## config.mk

```make
export PLATFORM = sky130hd
export DESIGN_NAME = wrap_addr_gen
export DESIGN_NICKNAME = d
export VERILOG_FILES = /design/src/rtl/wag_pkg.sv /design/src/rtl/wag_decode.sv /design/src/rtl/wag_offset.sv /design/src/rtl/wag_sum.sv /design/src/rtl/wrap_addr_gen.sv
export SDC_FILE = /design/constraint.sdc
export NUM_CORES = 1
export LEC_CHECK = 0
export ABC_CLOCK_PERIOD_IN_PS = 2900
export BUFFER_PORTS_ARGS = -buffer_cell sky130_fd_sc_hd__buf_2
export CORE_MARGIN = 1.5
export CORE_UTILIZATION = 40
export DETAILED_ROUTE_END_ITERATION = 7
export MAX_ROUTING_LAYER = met4
export SLEW_MARGIN = 10
export SYNTH_ARGS = -nofsm -noshare
export SYNTH_HDL_FRONTEND = slang
export SYNTH_SLANG_ARGS = --single-unit
export TNS_END_PERCENT = 30
```

## constraint.sdc

```tcl
create_clock -name clk_i -period 2.9 [get_ports clk_i]
set_input_delay 0.145 -clock clk_i [delete_from_list [all_inputs] [get_ports clk_i]]
set_output_delay 0.145 -clock clk_i [all_outputs]
set_load 0.01 [all_outputs]
```

## src/rtl/wag_pkg.sv

```systemverilog
package wag_pkg;
  localparam int unsigned WRAP_W = 3;

  typedef enum logic {SIDE_MEM = 1'b0, SIDE_PER = 1'b1} side_e;

  typedef logic [WRAP_W-1:0] wrap_code_t;
endpackage

```

## src/rtl/wag_decode.sv

```systemverilog
module wag_decode
  import wag_pkg::*;
#(
  parameter int unsigned OFF_W = 30,
  parameter side_e       SIDE  = SIDE_MEM
) (
  input  wrap_code_t       code_i,
  output logic [OFF_W-1:0] mask_o
);
  logic [3:0] lg;

  // log2 of the window in words for each side
  generate
    if (SIDE == SIDE_MEM) begin : g_mem
      assign lg = {1'b0, code_i} + 4'd4;
    end else begin : g_per
      assign lg = {1'b0, code_i} - 4'd1;
    end
  endgenerate

  always_comb begin
    for (int i = 0; i < int'(OFF_W); i++) begin
      mask_o[i] = (code_i == '0) || (int'(lg) > i);
    end
  end
endmodule

```

## src/rtl/wag_offset.sv

```systemverilog
module wag_offset #(
  parameter int unsigned OFF_W = 30
) (
  input  logic             clk_i,
  input  logic             rst_ni,
  input  logic             clr_i,
  input  logic             adv_i,
  input  logic [OFF_W-1:0] mask_i,
  output logic [OFF_W-1:0] off_o
);
  logic [OFF_W-1:0] off_q;

  always_ff @(posedge clk_i or negedge rst_ni) begin
    if (!rst_ni) begin
      off_q <= '0;
    end else if (clr_i) begin
      off_q <= '0;
    end else if (adv_i) begin
      off_q <= (off_q + 1'b1) & mask_i;
    end
  end

  assign off_o = off_q;
endmodule

```

## src/rtl/wag_sum.sv

```systemverilog
module wag_sum #(
  parameter int unsigned ADDR_W = 32,
  localparam int unsigned OFF_W = ADDR_W - 2
) (
  input  logic [OFF_W-1:0]  base_w_i,
  input  logic [OFF_W-1:0]  off_i,
  output logic [ADDR_W-1:0] addr_o
);
  // offset is added, not ORed, so unaligned bases stay correct
  assign addr_o = {base_w_i + off_i, 2'b00};
endmodule

```

## src/rtl/wrap_addr_gen.sv

```systemverilog
module wrap_addr_gen
  import wag_pkg::*;
#(
  parameter int unsigned ADDR_W = 32,
  parameter side_e       SIDE   = SIDE_MEM
) (
  input  logic              clk_i,
  input  logic              rst_ni,
  input  logic              load_i,
  input  logic [ADDR_W-1:0] base_i,
  input  logic [WRAP_W-1:0] wrap_i,
  input  logic              restart_i,
  input  logic              adv_i,
  output logic [ADDR_W-1:0] addr_o
);
  localparam int unsigned OFF_W = ADDR_W - 2;

  logic [OFF_W-1:0] base_q;
  wrap_code_t       code_q;
  logic [OFF_W-1:0] mask_q;
  logic [OFF_W-1:0] off_q;
  logic             clr;
  logic             adv_ok;

  always_ff @(posedge clk_i or negedge rst_ni) begin
    if (!rst_ni) begin
      base_q <= '0;
      code_q <= '0;
    end else if (load_i) begin
      base_q <= base_i[ADDR_W-1:2];
      code_q <= wrap_i;
    end
  end

  assign clr    = load_i | restart_i;
  assign adv_ok = adv_i & ~clr;

  wag_decode #(.OFF_W(OFF_W), .SIDE(SIDE)) u_decode (
    .code_i (code_q),
    .mask_o (mask_q)
  );

  wag_offset #(.OFF_W(OFF_W)) u_offset (
    .clk_i  (clk_i),
    .rst_ni (rst_ni),
    .clr_i  (clr),
    .adv_i  (adv_ok),
    .mask_i (mask_q),
    .off_o  (off_q)
  );

  wag_sum #(.ADDR_W(ADDR_W)) u_sum (
    .base_w_i (base_q),
    .off_i    (off_q),
    .addr_o   (addr_o)
  );
endmodule

```

Word-level counts from Yosys, hierarchy flattened
Index checks and enable logic that the tools add are counted.
Operators by class
  add/sub/neg operators: 3
  order comparisons: 15
  multiplexer cells: 2
  bitwise operators: 4
  reductions and logical operators: 17
Operators by type and width (number)
  $mux W30: 2
  $add A30 B1 Y30 const B: 1
  $add A30 B30 Y30: 1
  $and A30 B30 Y30: 1
  $gt A4 B4 Y1 const B: 7
  $gt A4 B3 Y1 const B: 4
  $logic_or A1 B1 Y1: 15
  $gt A4 B1 Y1 const B: 2
  $gt A4 B2 Y1 const B: 2
  $add A3 B3 Y4 const B: 1
  $logic_not A3 Y1: 1
  $reduce_bool A2 Y1: 1
  $and A1 B1 Y1: 1
  $not A1 Y1: 1
  $or A1 B1 Y1: 1
Storage, ports and cells
  flip-flop bits (word level): 63
  input port bits: 40
  output and inout port bits: 32
  logic and storage cells: 44

Depth between registers and ports, before layout
Gate-level depths: netlist of the first run.
  word-level depth: 6
  gate-level depth with buffers: 10
  gate-level depth less buffers: 10

Cells and area by module
Synthesis of the first run repeated with hierarchy kept, for this count alone.
Unflattened totals
  cells, all modules: 586
  area, all modules: 5435.2 um2
Modules (own cells, without submodules)
  wag_offset: instances 1, cells an instance 242, area each 2030.7 um2, seq. area each 750.7 um2
  wag_sum: instances 1, cells an instance 238, area each 1767.9 um2, seq. area each 0.0 um2
  wrap_addr_gen: instances 1, cells an instance 72, area each 1382.6 um2, seq. area each 825.8 um2
  wag_decode: instances 1, cells an instance 34, area each 254.0 um2, seq. area each 0.0 um2

Worst setup path before layout of the first run
OpenSTA, ideal clock, no wires.
  kind: flip-flop to output port
  from: register u_offset.off_q[0] (netlist: u_offset.off_o[0])
  to: output addr_o[30]
  data arrival time: 2.229 ns
  data required time: 2.755 ns
  setup slack: 0.526 ns
  cell stages (with the launch flop): 11
  buffers on the path: 0
  path through: dfrtp_1 ha_1 inv_1 fa_1 nor2b_1 o31a_1 o31a_2 o211ai_2 a21oi_1 nor4b_1 a311oi_1
Between the ends
  longest elaborated chain between the ends: 1
RTL lines
  from (decl): RTL line wag_offset.sv:11  | logic [OFF_W-1:0] off_q;
  from (signal assigned): RTL line wag_offset.sv:19  | off_q <= (off_q + 1'b1) & mask_i;
  $add A30 B30 Y30: RTL line wag_sum.sv:10  | assign addr_o = {base_w_i + off_i, 2'b00};
  to (decl): RTL line wrap_addr_gen.sv:14  | output logic [ADDR_W-1:0] addr_o
No other way between the ends.

Worst setup path after layout of the first run
  from: register base_q[1]
  to: output addr_o[25]
Between the ends
  longest elaborated chain between the ends: 1
RTL lines
  from (decl): RTL line wrap_addr_gen.sv:18  | logic [OFF_W-1:0] base_q;
  from (signal assigned): RTL line wrap_addr_gen.sv:30  | base_q <= base_i[ADDR_W-1:2];
  $add A30 B30 Y30: RTL line wag_sum.sv:10
No other way between the ends.

==> results of run 1 <==
-- cell usage after synthesis, drive strengths merged (2+ instances only) --
cell type and instances:
a31o 2, nand4 17, nand2b 2, nor2b 4
dfrtp 63, a22oi 3, a31oi 5, o31a 3
nor2 49, nand3 17, ha 33, inv 12
a21o 19, and3 12, nor4b 2, o21a 5
a21boi 3, a211oi 2, and4 10, mux2 32
o21ai 39, xor2 11, o31ai 6, o211ai 6
a21oi 43, mux2i 3, xnor2 22, or3 5
buf 15, nand2 36, nor3 5, clkbuf 11
and2 4, a311oi 4, o21bai 2
-- cells by family after synthesis --
kind of cell / count (synthesis) / share of synthesized area (%)
XOR/XNOR: 33 / 6.11
AO/OA/AOI/OAI: 150 / 21.5
AND/OR/NAND/NOR: 168 / 18.1
multiplexers: 35 / 8.25
other: 1 / 0.0792
flip-flops: 63 / 33.3
buffers and inverters: 38 / 3.46
adder cells (fa/ha/maj): 34 / 9.15
-- layer usage --
metal	routed length (um)	global-route usage (%)	vias to the layer above
li1	-	-	2073
met1	5370	26.2	1951
met2	5690	32.4	77
met3	400	4.35	17
met4	180	6.67	0
met5	0	-	-
-- per-stage QoR --
stage	worst slack (ns)	utilization, %
2_1_floorplan	0.526	-
3_3_place_gp	0.194	45.4
3_5_place_dp	0.146	45.4
4_1_cts	-0.0114	49.8
5_1_grt	-0.108	50.3
6_report	0.0479	50.3
-- sequential cells by signal, summed over array words and instances (netlist names) --
register	cells
base_q	30
u_offset.off_o	30
code_q	3
-- layout make-up --
class,instances,area [um2],area share [%]
repair buffers,83,458,7.95
clock inverters,5,104,1.80
flip-flops and latches,63,1580,27.4
well taps,143,179,3.10
multi-input cells,422,3150,54.6
inverters,12,45.0,0.782
clock buffers,11,253,4.39
-- power by group --
group          leakage, nW  internal (mW)  switching [mW]
Sequential           0.802          0.927          0.0395
Combinational         1.64          0.200           0.244
Clock                0.176          0.885           0.388
-- repair_timing --
| action | CTS | global route |
|---|---|---|
| gates resized for setup | 22 | 10 |
| pin swaps | 8 | 6 |
| hold buffers | 1 | 0 |
| buffers inserted | 5 | 0 |
| setup endpoints to repair | 10 | 12 |
| endpoints found under the hold margin | 34 | 0 |
| gates cloned | 0 | 0 |
-- how the worst max path moves through the flow --
stage	startpoint	end	cells past startpoint
2_1_floorplan	u_offset.off_o[0]	addr_o[30]	10
3_3_place_gp	u_offset.off_o[1]	addr_o[31]	9
3_5_place_dp	u_offset.off_o[1]	addr_o[31]	9
4_1_cts	u_offset.off_o[1]	addr_o[29]	10
5_1_grt	base_q[1]	addr_o[29]	10
6_report	base_q[1]	addr_o[25]	10
-- worst register-to-register path, stage by stage, from the launching register on --
cell and delay, ns:
dfrtp_1 0.46, and3_1 0.22, and4_1 0.31, and4_1 0.32, nand3_1 0.11, mux2_1 0.32
a22oi_1 0.13, nor2_1 0.05
==> results.json, run 1 <==
{
  "clockRootBuffer": "clkbuf_16",
  "grt_setup_unrepaired": "true",
  "r2r_start": "u_offset.off_o[2]",
  "rrSetupSlack_ns": 0.86,
  "hold_viol_final": 0,
  "die_h_um": 112,
  "dp.cells": 717,
  "holdPathStages": 3,
  "vias": 4118,
  "fin_crit_sh_pct": 98.3,
  "ys.flop_type": "dfrtp_1",
  "start_util_pct": 41.3,
  "yosysSeqAreaShare_pct": 33.3,
  "port_buffers": 67,
  "hp-start": "base_i[3]",
  "yosysTopAreaCell": "dfrtp_1",
  "io_pins": 72,
  "gr-total-overflow": 0,
  "stdcell_area_um2": 5760,
  "path_delay_family": "compound AO/OA/AOI/OAI gates",
  "clkSlewWorstSetupHoldPaths_ns": 0.05,
  "netlist_area_um2": 4730,
  "die_w_um": 112,
  "final_antenna_net_count": 0,
  "irDropWorstVdd_v": 0.000327,
  "endpoint_kind": "primary output",
  "clkSinkCount": 63,
  "finalNonFillerCells": 739,
  "start_kind": "flop",
  "synth_area_leaders": "dfrtp_1, ha_1, mux2_2, a21oi_1, xnor2_1",
  "ff2ff_path_depth": 7,
  "cts_buffer_depth": 2,
  "power_leakage_nw": 2.62,
  "cp_max_fo": 4,
  "required_ns": 2.76,
  "htreeDepth": 3,
  "cts_buffers": 9,
  "drt_iter0_markers": 188,
  "final_common_cell": "buf_2",
  "ys_warn_count": 0,
  "place.gp.congestion": 0.879,
  "synthArstFlopShare_pct": 100,
  "holdWs_ns": 0.0277,
  "fin_skew_ns": 0.00859,
  "slowest_stage": "dfrtp_1",
  "grt_pass1_vias": 4032,
  "hold_path_class": "input pin to flop",
  "syn_area_per_cell_um2": 9.07,
  "hold-path-endpoint": "base_q[1]",
  "finalSetupTns_ns": 0,
  "critical_path_class": "flop to primary output",
  "power_density_nw_per_um2": 466,
  "slew_viol_final": 0,
  "postPlaceCellArea_um2": 5210,
  "coreArea_um2": 11500,
  "worst_path_largest_cell_delay_ns": 0.38,
  "synthCells": 522,
  "insertion_delay_ns": 0.34,
  "grt_pass1_wl_um": 19800,
  "maxCapViolCount": 0,
  "ys_seq_elements": 63,
  "rr_endpoint": "u_offset.off_o[25]",
  "diodes": 0,
  "dp_hpwl_um": 8970,
  "ys_types": 70,
  "rows": 39,
  "via_per_inst": 5.57,
  "drt_drc_violations_left": 0,
  "setup_viol": 0,
  "fin_nets": 665,
  "track_usage_pct": 20.5,
  "fillers": 1057,
  "cp.arrival_ns": 2.71,
  "antenna_found_initial": 0,
  "status": "completed",
  "drive_gt1_share_pct": 29.2,
  "dr.pass1.iters": 4,
  "mostFrequentLayoutCells": "buf_2, dfrtp_1, nor2_1",
  "drt_wl_total_um": 11600,
  "syn_to_final_growth_pct": 21.8,
  "worstMarginPinSlew_ns": 0.826,
  "synth.top_cell.area_share_pct": 33.3,
  "power_mw": 2.68,
  "finalCriticalPeriod_ns": 2.85,
  "synth_edf_count": 0,
  "fmax_ghz": 0.351,
  "wl_per_cell_um": 15.7,
  "cp_cell_sequence": "ha_1 > a21oi_2 > nand4b_1 > buf_4 > a21boi_4 > a311oi_4 > o21ai_2 > o31a_1 > xor2_1 > buf_2",
  "max_slew_margin_pct": 44.9,
  "cp_num_buf_inv": 2,
  "die-area_um2": 12500,
  "grt_max_degree": 37,
  "tritoncts": "yes"
}
Note: power is estimated with default switching activity, not from simulation.
==> inputs of run 2 (changes only) <==
CORE_ASPECT_RATIO = 1.25   (was unset)
CORE_MARGIN = 1   (was 1.5)
CTS_BUF_LIST = sky130_fd_sc_hd__clkbuf_8   (was unset)
==> run 2 against run 1 <==
Effect of this change: the flow now finishes with violations (negative setup slack); design area fell by 1.0%; global-route usage increased by 0.63 points; count of clock-buffer cells in the layout fell by 1; register-to-register slack got worse by 0.03 ns; via count increased by 1.9%; cell count is 0.41% higher; fmax is 2.9% lower; total power shrank 18%; clock power fell by 37%; die area down 1.8%; wire length up 3.9%.
==> results.json, run 2 (synthesized netlist as in run 1, its figures left out) <==
{
  "maxCapViolCount": 0,
  "fin_skew_ns": 0.00967,
  "insertion_delay_ns": 0.35,
  "die_h_um": 124,
  "antenna_found_initial": 0,
  "cp_cell_sequence": "ha_2 > inv_2 > fa_2 > nor2b_2 > o31a_1 > o31a_4 > o21ai_4 > o211ai_1 > a21oi_1 > xnor2_1 > buf_2",
  "finalNonFillerCells": 742,
  "hold_viol_final": 0,
  "status": "finished, violations left",
  "fin_ws_ns": -0.0361,
  "post-route-util_pct": 49.3,
  "syn_to_final_growth_pct": 20.5,
  "power_mw": 2.21,
  "fin_crit_sh_pct": 101,
  "endpoint_kind": "primary output",
  "clkSlewWorstSetupHoldPaths_ns": 0.08,
  "dr.pass1.iters": 4,
  "r2r_start": "u_offset.off_o[1]",
  "wl_per_cell_um": 16.3,
  "ff2ff_path_depth": 9,
  "power_leakage_nw": 2.60,
  "final_antenna_net_count": 0,
  "drt_drc_violations_left": 0,
  "grt_setup_unrepaired": "true",
  "clkSinkCount": 63,
  "cp.arrival_ns": 2.79,
  "fillers": 1120,
  "grt_max_degree": 36,
  "internal-power_mw": 1.55,
  "final_common_cell": "buf_2",
  "cp_max_fo": 4,
  "mostFrequentLayoutCells": "buf_2, dfrtp_1, nor2_1",
  "cts_buffer_depth": 2,
  "required_ns": 2.76,
  "grt_pass1_wl_um": 19900,
  "fmax_ghz": 0.341,
  "coreArea_um2": 11600,
  "slew_viol_final": 0,
  "die_w_um": 99.3,
  "violations": "negative setup slack",
  "dp_hpwl_um": 9210,
  "clockRootBuffer": "clkbuf_8",
  "cts_buffers": 9,
  "finalCriticalPeriod_ns": 2.94,
  "critical_path_class": "flop to primary output",
  "die-area_um2": 12300,
  "drive_gt1_share_pct": 30.1,
  "via_per_inst": 5.66,
  "io_pins": 72,
  "grt_pass1_vias": 4231,
  "clkPwrFrac_pct": 36.1,
  "switchingPower_mw": 0.662,
  "max_slew_margin_pct": 54.4,
  "gr-total-overflow": 0,
  "dp.cells": 714,
  "slowest_stage": "dfrtp_1",
  "holdPathStages": 2,
  "fin_nets": 673,
  "worstMarginPinSlew_ns": 0.685,
  "rows": 44,
  "hp-start": "base_i[14]",
  "holdWs_ns": 0.0219,
  "drt_wl_total_um": 12100,
  "start_util_pct": 40.9,
  "setup_viol": 4,
  "hold_path_class": "input pin to flop",
  "irDropWorstVdd_v": 0.000284,
  "crit_path_start": "base_q[0]",
  "seqPwrFrac_pct": 43.5,
  "drt_iter0_markers": 194,
  "combPwrFrac_pct": 20.4,
  "worst_path_largest_cell_delay_ns": 0.39,
  "place.gp.congestion": 0.860,
  "htreeDepth": 3,
  "start_kind": "flop",
  "diodes": 0,
  "track_usage_pct": 21.1,
  "swShare_pct": 29.9,
  "power_density_nw_per_um2": 388,
  "port_buffers": 67,
  "finalSetupTns_ns": -0.111,
  "tritoncts": "yes",
  "vias": 4197
}
-- run 2: cell count changes in the layout (fill, tap and decap cells not counted), moves of 2 or more --
cell,before,now
clkbuf_16,9,0
clkbuf_8,2,10
buf_4,15,21
ha_1,24,27
ha_4,6,3
bufinv_16,3,1
-- run 2: power by group through the flow --
| stage | Clock (mW) | Combinational (mW) | Sequential [mW] |
|---|---|---|---|
| after floorplan | 0 | 0.285 | 0.965 |
| after global placement | 0 | 0.425 | 0.976 |
| after detailed placement | 0 | 0.432 | 0.978 |
| after CTS | 0.819 | 0.444 | 0.962 |
| after global routing | 0.859 | 0.501 | 0.969 |
| final | 0.800 | 0.451 | 0.962 |
-- run 2: worst max-delay path, delay by kind of cell, from the launching register on --
| kind | cells | cell delay, ns |
|---|---|---|
| AO/OA/AOI/OAI | 5 | 1.21 |
| XOR/XNOR | 1 | 0.14 |
| adder cells (fa/ha/maj) | 2 | 0.43 |
| buffers and inverters | 2 | 0.21 |
| flip-flops | 1 | 0.39 |
| AND/OR/NAND/NOR | 1 | 0.05 |
-- run 2: cell type report --
cell class	instances	area, um2	share of cell area [%]
Timing Repair Buffer	91	533	9.34
Inverter	12	45.0	0.790
Tap cell	138	173	3.03
Clock buffer	10	138	2.41
Multi-Input combinational cell	422	3170	55.6
Sequential cell	63	1580	27.7
Clock inverter	6	68.8	1.21
-- run 2: through the flow --
| stage | instance area [um2] | setup WS, ns |
|---|---|---|
| after floorplan | 4740 | 0.526 |
| after global placement | 5230 | 0.198 |
| after detailed placement | 5230 | 0.167 |
| after CTS | 5560 | -0.0842 |
| after global routing | 5700 | -0.153 |
| final | 5700 | -0.0361 |
-- run 2: final timing paths --
| path | endpoint | slack [ns] |
|---|---|---|
| min in group asynchronous | base_q[23] | 0.37 |
| worst max register to register | u_offset.off_o[28] | 0.83 |
| worst max-delay path | addr_o[24] | -0.04 |
| worst min-delay path | base_q[12] | 0.02 |
| max in group asynchronous | u_offset.off_o[12] | 1.89 |
| worst min register to register | base_q[24] | 0.52 |
-- run 2: repair_timing --
| item | in CTS | in global routing |
|---|---|---|
| cloned | 0 | 0 |
| hold buffers | 2 | 0 |
| endpoints found under the setup margin | 10 | 15 |
| resized for setup | 13 | 21 |
| endpoints found under the hold margin | 29 | 0 |
| pin swaps | 13 | 20 |
| setup buffers | 5 | 5 |
-- run 2: layer usage --
| metal | up-vias | GRT usage, % | routed length, um |
|---|---|---|---|
| met1 | 2034 | 24.6 | 5310 |
| met2 | 59 | 36.4 | 6300 |
| met4 | 0 | 9.38 | 208 |
| li1 | 2087 | - | - |
| met5 | - | - | 0 |
| met3 | 17 | 3.03 | 271 |
==> inputs of run 3 (changes only) <==
CELL_PAD_IN_SITES_DETAIL_PLACEMENT = 1   (was unset)
CELL_PAD_IN_SITES_GLOBAL_PLACEMENT = 2   (was unset)
CORE_UTILIZATION = 36   (was 40)
HOLD_SLACK_MARGIN = 0.05   (was unset)
PLACE_DENSITY_LB_ADDON = 0.1   (was unset)
==> run 3 against run 2 <==
Effect of this change: the run still ends with negative setup slack left; wire length grew 18%; clock skew shrank 0.0033 ns; critical path type unchanged; global-route usage grew 1.3 points; combinational power grew 11%; fmax grew 0.88%; highest routed layer unchanged; largest power group unchanged; die area grew 11%; critical path depth shrank 1; design area grew 6.2%.
==> results.json, run 3 (synthesized netlist as in run 1, its figures left out) <==
{
  "status": "finished, violations left",
  "violations": "negative setup slack",
  "gr-total-overflow": 0,
  "cpMostUsedCell": "a21oi_2",
  "track_usage_pct": 22.4,
  "worstMarginPinSlew_ns": 0.690,
  "fin_ws_ns": -0.0104,
  "wl_per_cell_um": 17.6,
  "fmax_ghz": 0.344,
  "hold_path_class": "input pin to flop",
  "dr.pass1.iters": 4,
  "die_w_um": 105,
  "drt_wl_total_um": 14300,
  "slowest_stage": "dfrtp_1",
  "cp_cell_sequence": "ha_1 > a21oi_2 > nand4b_1 > a21oi_2 > o2111ai_2 > a211oi_2 > buf_4 > mux2i_1 > a2111oi_2 > buf_2",
  "clkSinkCount": 63,
  "coreArea_um2": 12800,
  "drt_iter0_markers": 165,
  "vias": 4426,
  "endpoint_kind": "primary output",
  "hold_viol_final": 0,
  "wl_met3_um": 280,
  "met1_length_um": 5950,
  "irDropWorstVdd_v": 0.000203,
  "antenna_found_initial": 0,
  "clkSlewWorstSetupHoldPaths_ns": 0.07,
  "cp_max_fo": 3,
  "grt_setup_unrepaired": "true",
  "cts_buffer_depth": 2,
  "fin_nets": 712,
  "drt_drc_violations_left": 0,
  "io_pins": 72,
  "grt_pass1_vias": 4606,
  "final_antenna_net_count": 0,
  "dp_hpwl_um": 10700,
  "place.gp.congestion": 0.807,
  "drive_gt1_share_pct": 29.3,
  "die_h_um": 130,
  "tritoncts": "yes",
  "cts_buffers": 9,
  "fin_crit_sh_pct": 100,
  "rows": 46,
  "cp.arrival_ns": 2.77,
  "grt_pass1_wl_um": 23000,
  "post-route-util_pct": 47.4,
  "mostFrequentLayoutCells": "buf_2, dfrtp_1, nor2_1",
  "dr.max_layer_used": "met4",
  "slew_viol_final": 0,
  "grt_max_degree": 39,
  "start_kind": "flop",
  "diodes": 0,
  "setup_viol": 4,
  "port_buffers": 67,
  "worst_path_largest_cell_delay_ns": 0.39,
  "power_density_nw_per_um2": 355,
  "power_leakage_nw": 2.74,
  "critical_path_class": "flop to primary output",
  "insertion_delay_ns": 0.36,
  "power_mw": 2.15,
  "htreeDepth": 3,
  "maxCapViolCount": 0,
  "clockRootBuffer": "clkbuf_8",
  "required_ns": 2.76,
  "wl_met2_um": 7720,
  "max_slew_margin_pct": 53.7,
  "fin_skew_ns": 0.00641,
  "die-area_um2": 13600,
  "final_common_cell": "buf_2",
  "finalCriticalPeriod_ns": 2.91,
  "syn_to_final_growth_pct": 28.0,
  "via_per_inst": 5.47,
  "start_util_pct": 37.0
}
==> run 3: changes by cell type in the layout (fill, tap and decap cells not counted), sizes merged <==
cell	before	now
clkbuf	10	11
clkinv	3	1
buf	89	96
inv	13	14
bufinv	1	0
clkinvlp	1	0
dlygate4sd3	2	34
==> run 3: power by group <==
part	switching [mW]	internal, mW
registers	0.0382	0.926
logic	0.266	0.234
clock network	0.344	0.340
==> run 3: critical path: cells and delay by family (launching register included) <==
family,cells,cell delay (ns)
AO/OA/AOI/OAI,5,1.01
adder cells (fa/ha/maj),1,0.29
buffers and inverters,2,0.34
flip-flops,1,0.39
multiplexers,1,0.08
AND/OR/NAND/NOR,1,0.30
==> run 3: per-layer routing <==
layer,GRT usage [%],vias up
li1,-,2152
met1,24.1,2192
met2,41.9,58
met3,3.10,24
met4,8.40,0
met5,-,-
==> run 3: final timing paths <==
path | startpoint | end | slack, ns | cells past startpoint
max | u_offset.off_o[1] | addr_o[31] | -0.01 | 10
min | restart_i | u_offset.off_o[9] | 0.22 | 4
max reg2reg | u_offset.off_o[2] | u_offset.off_o[25] | 0.75 | 8
min reg2reg | base_q[4] | base_q[4] | 0.52 | 1
max in group asynchronous | rst_ni | base_q[24] | 2.15 | 3
min in group asynchronous | rst_ni | base_q[6] | 0.32 | 3
==> run 3: what timing repair did <==
item                                   4_1_cts  5_1_grt
resized for setup                           19       17
pin swaps                                   17        9
endpoints found under the hold margin       96        0
hold buffers                                34        0
setup buffers                                4        6
setup endpoints to repair                   12       12
cloned                                       0        0
==> run 3: final cells by class <==
| cell class | count | area [um2] |
|---|---|---|
| Inverter | 12 | 45.0 |
| Fill cell | 1526 | 6720 |
| Clock inverter | 3 | 12.5 |
| Clock buffer | 11 | 151 |
| Tap cell | 168 | 210 |
| Timing Repair Buffer | 130 | 897 |
| Sequential cell | 63 | 1580 |
| Multi-Input combinational cell | 422 | 3170 |
==> run 3: metrics by stage <==
step	setup WS [ns]	setup TNS, ns	cells	area (um2)	hold slack (ns)
6_report	-0.0104	-0.0183	809	6060	0.219
5_1_grt	-0.117	-0.702	809	6060	0.229
4_1_cts	-0.0433	-0.108	803	5940	0.216
3_5_place_dp	0.135	0	751	5310	0.183
3_3_place_gp	0.163	0	751	5310	0.177
2_1_floorplan	0.526	0	523	4740	-0.151
